`config.mk`:
```
export PLATFORM = sky130hd
export DESIGN_NAME = term_status_word
export DESIGN_NICKNAME = d
export VERILOG_FILES = /design/src/rtl/tsb_pkg.sv /design/src/rtl/tsb_cmd_track.sv /design/src/rtl/tsb_status_reg.sv /design/src/rtl/tsb_good_block.sv /design/src/rtl/term_status_word.sv
export SDC_FILE = /design/constraint.sdc
export NUM_CORES = 1
export LEC_CHECK = 0
export CORE_UTILIZATION = 48
export DETAILED_ROUTE_END_ITERATION = 8
export GPL_TIMING_DRIVEN = 0
export PLACE_DENSITY = 0.85
export SYNTH_ARGS = -nofsm -noshare
export SYNTH_HDL_FRONTEND = slang
export SYNTH_SLANG_ARGS = --single-unit
```
`constraint.sdc`:
```
create_clock -name clk -period 3.9 [get_ports clk]
set_clock_uncertainty 0.15 [all_clocks]
set_input_delay 0.39 -clock clk [delete_from_list [all_inputs] [get_ports clk]]
set_output_delay 0.39 -clock clk [all_outputs]
set_load 0.03 [all_outputs]
```
`src/rtl/tsb_pkg.sv`:
```
package tsb_pkg;

    localparam int ADDR_W = 5;
    localparam int SA_W   = 5;
    localparam int WC_W   = 5;
    localparam int CNT_W  = WC_W + 1;

    typedef struct packed {
        logic            bcast;
        logic            tx;
        logic [SA_W-1:0] subaddr;
        logic [WC_W-1:0] wc;
    } cmd_t;

    // Field order gives the bit layout of the returned word.
    typedef struct packed {
        logic [ADDR_W-1:0] addr;    // 15:11
        logic              me;      // 10
        logic              rsv9;    // 9
        logic              srq;     // 8
        logic [2:0]        rsv7_5;  // 7:5
        logic              bcast;   // 4
        logic              busy;    // 3
        logic              ssf;     // 2
        logic              dbca;    // 1
        logic              tf;      // 0
    } status_t;

    function automatic logic is_mode(input cmd_t c);
        return (c.subaddr == '0) || (c.subaddr == '1);
    endfunction

    function automatic logic is_bus_ctl(input cmd_t c);
        return is_mode(c) && c.tx && (c.wc == '0);
    endfunction

    function automatic logic [CNT_W-1:0] words_due(input logic [WC_W-1:0] wc);
        return (wc == '0) ? CNT_W'(1 << WC_W) : {1'b0, wc};
    endfunction

endpackage

```
`src/rtl/tsb_cmd_track.sv`:
```
module tsb_cmd_track
    import tsb_pkg::*;
(
    input  logic clk,
    input  logic rst,
    input  logic cmd_valid,
    input  cmd_t cmd_in,
    input  logic in_cmd,
    input  logic illegal_n,
    input  logic word_err,
    output cmd_t cmd_q,
    output logic illegal_q,
    output logic me_q
);
    logic in_cmd_d;
    logic ill_mark;

    assign ill_mark = in_cmd && !in_cmd_d && !illegal_n;

    always_ff @(posedge clk) begin
        if (rst) begin
            cmd_q     <= '0;
            in_cmd_d  <= 1'b0;
            illegal_q <= 1'b0;
            me_q      <= 1'b0;
        end else begin
            in_cmd_d <= in_cmd;
            if (cmd_valid)
                cmd_q <= cmd_in;
            // A set in the same cycle as the new-command clear wins.
            illegal_q <= (illegal_q && !cmd_valid) || ill_mark;
            me_q      <= (me_q && !cmd_valid) || ill_mark || word_err;
        end
    end
endmodule

```
`src/rtl/tsb_status_reg.sv`:
```
module tsb_status_reg
    import tsb_pkg::*;
(
    input  logic              clk,
    input  logic              rst,
    input  logic              status_upd,
    input  logic [ADDR_W-1:0] term_addr,
    input  cmd_t              cmd_q,
    input  logic              illegal_q,
    input  logic              me_q,
    input  logic              srq_n,
    input  logic              busy_n,
    input  logic              ssflag_n,
    input  logic              tflag_n,
    input  logic              abc_n,
    input  logic              st_fail,
    input  logic              stat_tx_start,
    output status_t           sw_q,
    output logic              fail_q
);
    status_t sw_next;

    always_comb begin
        sw_next        = '0;
        sw_next.addr   = term_addr;
        sw_next.me     = me_q;
        sw_next.srq    = !srq_n;
        sw_next.bcast  = cmd_q.bcast;
        sw_next.busy   = !busy_n;
        sw_next.ssf    = !ssflag_n;
        sw_next.dbca   = !abc_n && is_bus_ctl(cmd_q) && !illegal_q;
        sw_next.tf     = !tflag_n;
    end

    always_ff @(posedge clk) begin
        if (rst) begin
            sw_q   <= '0;
            fail_q <= 1'b0;
        end else begin
            if (status_upd)
                sw_q <= sw_next;
            fail_q <= (fail_q && !stat_tx_start) || st_fail;
        end
    end
endmodule

```
`src/rtl/tsb_good_block.sv`:
```
module tsb_good_block
    import tsb_pkg::*;
#(
    parameter int GB_CYCLES = 6
) (
    input  logic clk,
    input  logic rst,
    input  logic cmd_valid,
    input  cmd_t cmd_q,
    input  logic illegal_q,
    input  logic me_q,
    input  logic word_err,
    input  logic rx_word,
    input  logic msg_end,
    output logic good_blk_n
);
    localparam int PC_W = $clog2(GB_CYCLES + 1);

    logic [CNT_W-1:0] got_q;
    logic [PC_W-1:0]  pulse_q;
    logic             block_ok;

    assign block_ok = msg_end && !cmd_q.tx && !is_mode(cmd_q) && !illegal_q
                      && !me_q && !word_err && (got_q == words_due(cmd_q.wc));

    always_ff @(posedge clk) begin
        if (rst) begin
            got_q   <= '0;
            pulse_q <= '0;
        end else begin
            if (cmd_valid)
                got_q <= '0;
            else if (rx_word && (got_q != '1))
                got_q <= got_q + 1'b1;

            if (block_ok)
                pulse_q <= PC_W'(GB_CYCLES);
            else if (pulse_q != '0)
                pulse_q <= pulse_q - 1'b1;
        end
    end

    assign good_blk_n = (pulse_q == '0);
endmodule

```
`src/rtl/term_status_word.sv`:
```
module term_status_word
    import tsb_pkg::*;
#(
    parameter int GB_CYCLES = 6
) (
    input  logic        clk,
    input  logic        rst,
    input  logic [4:0]  term_addr,
    input  logic        cmd_valid,
    input  logic        cmd_bcast,
    input  logic        cmd_tx,
    input  logic [4:0]  cmd_subaddr,
    input  logic [4:0]  cmd_wc,
    input  logic        in_cmd,
    input  logic        illegal_n,
    input  logic        word_err,
    input  logic        status_upd,
    input  logic        srq_n,
    input  logic        busy_n,
    input  logic        ssflag_n,
    input  logic        tflag_n,
    input  logic        abc_n,
    input  logic        st_fail,
    input  logic        stat_tx_start,
    input  logic        want_tx_data,
    input  logic        want_rx_data,
    input  logic        rx_word,
    input  logic        msg_end,
    output logic [15:0] status_word,
    output logic        msg_err_n,
    output logic        rt_fail_n,
    output logic        data_req_n,
    output logic        good_blk_n
);
    cmd_t    cmd_in, cmd_q;
    logic    illegal_q, me_q, fail_q;
    status_t sw_q;

    assign cmd_in = '{bcast: cmd_bcast, tx: cmd_tx, subaddr: cmd_subaddr, wc: cmd_wc};

    tsb_cmd_track u_track (
        .clk       (clk),
        .rst       (rst),
        .cmd_valid (cmd_valid),
        .cmd_in    (cmd_in),
        .in_cmd    (in_cmd),
        .illegal_n (illegal_n),
        .word_err  (word_err),
        .cmd_q     (cmd_q),
        .illegal_q (illegal_q),
        .me_q      (me_q)
    );

    tsb_status_reg u_status (
        .clk           (clk),
        .rst           (rst),
        .status_upd    (status_upd),
        .term_addr     (term_addr),
        .cmd_q         (cmd_q),
        .illegal_q     (illegal_q),
        .me_q          (me_q),
        .srq_n         (srq_n),
        .busy_n        (busy_n),
        .ssflag_n      (ssflag_n),
        .tflag_n       (tflag_n),
        .abc_n         (abc_n),
        .st_fail       (st_fail),
        .stat_tx_start (stat_tx_start),
        .sw_q          (sw_q),
        .fail_q        (fail_q)
    );

    tsb_good_block #(.GB_CYCLES(GB_CYCLES)) u_gb (
        .clk        (clk),
        .rst        (rst),
        .cmd_valid  (cmd_valid),
        .cmd_q      (cmd_q),
        .illegal_q  (illegal_q),
        .me_q       (me_q),
        .word_err   (word_err),
        .rx_word    (rx_word),
        .msg_end    (msg_end),
        .good_blk_n (good_blk_n)
    );

    assign status_word = sw_q;
    assign msg_err_n   = !me_q;
    assign rt_fail_n   = !fail_q;
    // Busy blocks only transmit-side requests.
    assign data_req_n  = !(want_rx_data || (want_tx_data && !sw_q.busy));
endmodule

```
==> results.toml <==
[floorplan]
die_height_microns = 59.4
core_region_area_sq_um = 3100
initial_utilization = 0.510
ioPinCount = 55
die-area_sq_um = 3530
die_w_microns = 59.4
floorplan.rows = 20

[power]
internal_power_uw = 651
share_comb_of_total_power = 0.213
vdd.ir_drop.worst_mv = 0.302
p_switching_uw = 232
power_density_nw_per_um2 = 398
leakage_uw = 0.000962
power.share.switching = 0.263
share_clk_of_total_power = 0.315
share_seq_of_total_power = 0.473

[logic_synthesis]
yosys.area_share.xor_xnor = 0.0609
share_of_the_synthesized_area_in_compound_gates_ao_oa_aoi_oai = 0.0767
fraction_of_synthesized_area_in_multiplexers = 0.139
synth_area_leaders = "dfxtp_1 47%, mux2i_1 14%, nor2_1 7.6%, xor2_1 5.5%, ha_1 2.4%"
yosys_most_used_dff = "dfxtp_1"
ys_ff_latch = 37
synth_edf_count = 0
post_synth.cell_area_avg_sq_um = 9.37
async_reset_ff_frac = 0
synth.cell_area_sq_um = 1580
synth.lib_cells_used.distinct = 33
ys_seq_area_frac = 0.468
synth_top_family_by_area = "simple AND/OR/NAND/NOR gates"
synth_largest_type_area_fraction = 0.468
adder_cell_fraction_of_synth_area = 0.0237
synth-simple-area-share = 0.168
warnings_from_yosys = 0
synth_top_cell_by_area = "dfxtp_1"
synthCells = 169

[outcome]
run_status = "completed"

[routing]
detail_route.iter0.violations = 14
detail_route.drc_violations = 0
finalWirelength_microns = 3320
drt_pre_antenna_iters = 4
route.antenna.remaining_nets = 0
final_routed_wire_length_divided_by_cell_count_microns = 12.2
vias_per_cell = 4.84
via_count = 1317

[worst_setup_path]
critical_path.startpoint_type = "register"
critical_path.cell_chain = "or2_2, inv_1, ha_1, clkdlybuf4s50_1"
timing_worst_setup_path_type = "reg2out"
reg2reg_depth = 4
timing.critical_path.slowest_stage_cell = "clkdlybuf4s50_1"
r2r-start = "u_track.me_q$_SDFF_PP0_"
worstPathMaxFanout = 5
arrival_ps = 2000
launch_point_of_the_critical_path = "u_gb.pulse_q[0]$_SDFFE_PP0N_"
setup_slack_on_the_worst_flop_to_flop_path_ps = 2220
regToRegEndpoint = "u_gb.pulse_q[0]$_SDFFE_PP0N_"
crit_path_end_kind = "output port"
critical-path-max-stage-delay_ps = 700
critPathRequiredTime_ps = 3360

[placement]
gp_congestion = 0.761
buffer_ports.inserted = 48
dp_slack_ps = 1730
post-dp-hpwl_microns = 2540
dpl-instance-area_sq_um = 2130

[finish]
fillerInstances = 264
n_antenna_cell = 0
commonest_non_fill_non_tap_cell_in_the_layout = "clkdlybuf4s50_1"
final_cell_mix = "48 x clkdlybuf4s50_1, 37 x dfxtp_1, 32 x nor2_1, 22 x mux2i_1, 10 x xor2_1"
drive_above_1_share = 0.0702
area_delta_synth_final_pct = 39.9
final-seq-area_sq_um = 741
finalInstanceArea_sq_um = 2210
multi_input_comb_area_sq_um = 757
nNetsFinal = 265

[timing]
max_slew_margin = 0.657
setup_total_negative_slack_ps = 0
finalWorstPathRequiredPeriod_ps = 2540
grt_setup_unrepaired = "false"
timing.final.crit_share = 0.650
setup_viol = 0
fin_worst_hold_slack_ps = 276
max_freq_mhz = 394
final-hold-violation-count = 0
timing.final.ws_setup_ps = 1360
maxSlewViolCount = 0
tightest_slew_ps = 509

[clock_tree]
clock_tree.root_cell = "clkbuf_4"
post_cts.resized_instances = 0
tritoncts = "yes"
clock_tree.htree_level_count = 2
number_of_buffers_inserted_during_clock_tree_synthesis = 5
clk_pin_slew_ps = 110
cts_buffer_depth = 2
cts.sinks = 37
post-cts-setup-buffers = 0
ctsHoldBuffers = 0
clock_network_latency_to_the_later_pin_of_the_worst_skew_pair_ps = 340

[global_routing]
antenna_violations_before_repair = 0
grt.overflow.total = 0
grt_first_pass_wirelength_microns = 5490
grt_start_max_net_pins = 12
total_global_routing_track_utilization = 0.212
grt_pass1_vias = 1295

[min_path]
min-delay-path-class = "in2reg"
holdPathEnd = "u_status.sw_q[3]$_SDFFE_PP0P_"
hold_path.startpoint = "status_upd"
hold-path-cell-count = 3

[flow_run]
timing.max_cap.violations = 0
-- Yosys cell counts, types with 3 or more instances --
cell type,number
dfxtp_1,37
nor2_1,32
mux2i_1,22
xor2_1,10
inv_1,9
a21oi_1,7
clkbuf_1,5
a211oi_1,4
buf_4,4
nand2_1,4
ha_1,3
-- cell families after synthesis --
group	after synthesis
XOR/XNOR	11
flip-flops	37
AO/OA/AOI/OAI	19
adder cells (fa/ha/maj)	3
other	1
multiplexers	22
buffers and inverters	21
AND/OR/NAND/NOR	55
-- through the flow --
| stage | utilization | power, uW | instances |
|---|---|---|---|
| after floorplan | - | 537 | 172 |
| after global placement | 0.686 | 610 | 264 |
| after detailed placement | 0.686 | 614 | 264 |
| after CTS | 0.714 | 888 | 272 |
| after global routing | 0.714 | 926 | 272 |
| final | 0.714 | 882 | 272 |
-- cell type report --
| cell class | instances | share of cell area |
|---|---|---|
| multi-input cells | 114 | 0.342 |
| flip-flops and latches | 37 | 0.334 |
| repair buffers | 48 | 0.217 |
| plain buffers | 12 | 0.0282 |
| clock buffers | 7 | 0.0249 |
| well taps | 44 | 0.0249 |
| inverters | 9 | 0.0153 |
| clock inverters | 1 | 0.0136 |
-- sequential cells by signal, indices dropped and copies added, names as in the netlist --
signal and flops:
u_status.sw_q 12, u_track.me_q 1, u_track.in_cmd_d 1, u_status.fail_q 1, u_gb.pulse_q 3, u_track.cmd_q 12, u_gb.got_q 6, u_track.illegal_q 1
-- how the worst max path moves through the flow --
stage               slack (ps)  depth (start not counted)                            to
floorplan                 2270                          5  u_gb.pulse_q[2]$_SDFFE_PP0P_
global placement          1750                          4                    good_blk_n
detailed placement        1730                          4                    good_blk_n
CTS                       1340                          4                    good_blk_n
global route              1250                          4                    good_blk_n
finish                    1360                          4                    good_blk_n
-- metal layers --
layer  share of wire  GRT usage  up-vias
met1            0.45      0.240      605
met4          0.0057     0.0510        0
met3           0.041     0.0808        2
met5               0          0        -
li1                -          -      677
met2            0.50      0.372       33
-- power by group through the flow --
stage               Sequential [uW]  Combinational, uW  Clock [uW]
global route                    421                203         303
CTS                             417                189         282
floorplan                       436                101           0
finish                          417                188         278
global placement                425                185           0
detailed placement              426                188           0
-- critical path: cells and delay by family (launching register included) --
family	cells	cell delay, ps
adders and majority gates	1	240
buffers and inverters	2	760
DFF	1	340
and+or+nand+nor	1	310
Note: power is estimated with default switching activity, not from simulation.
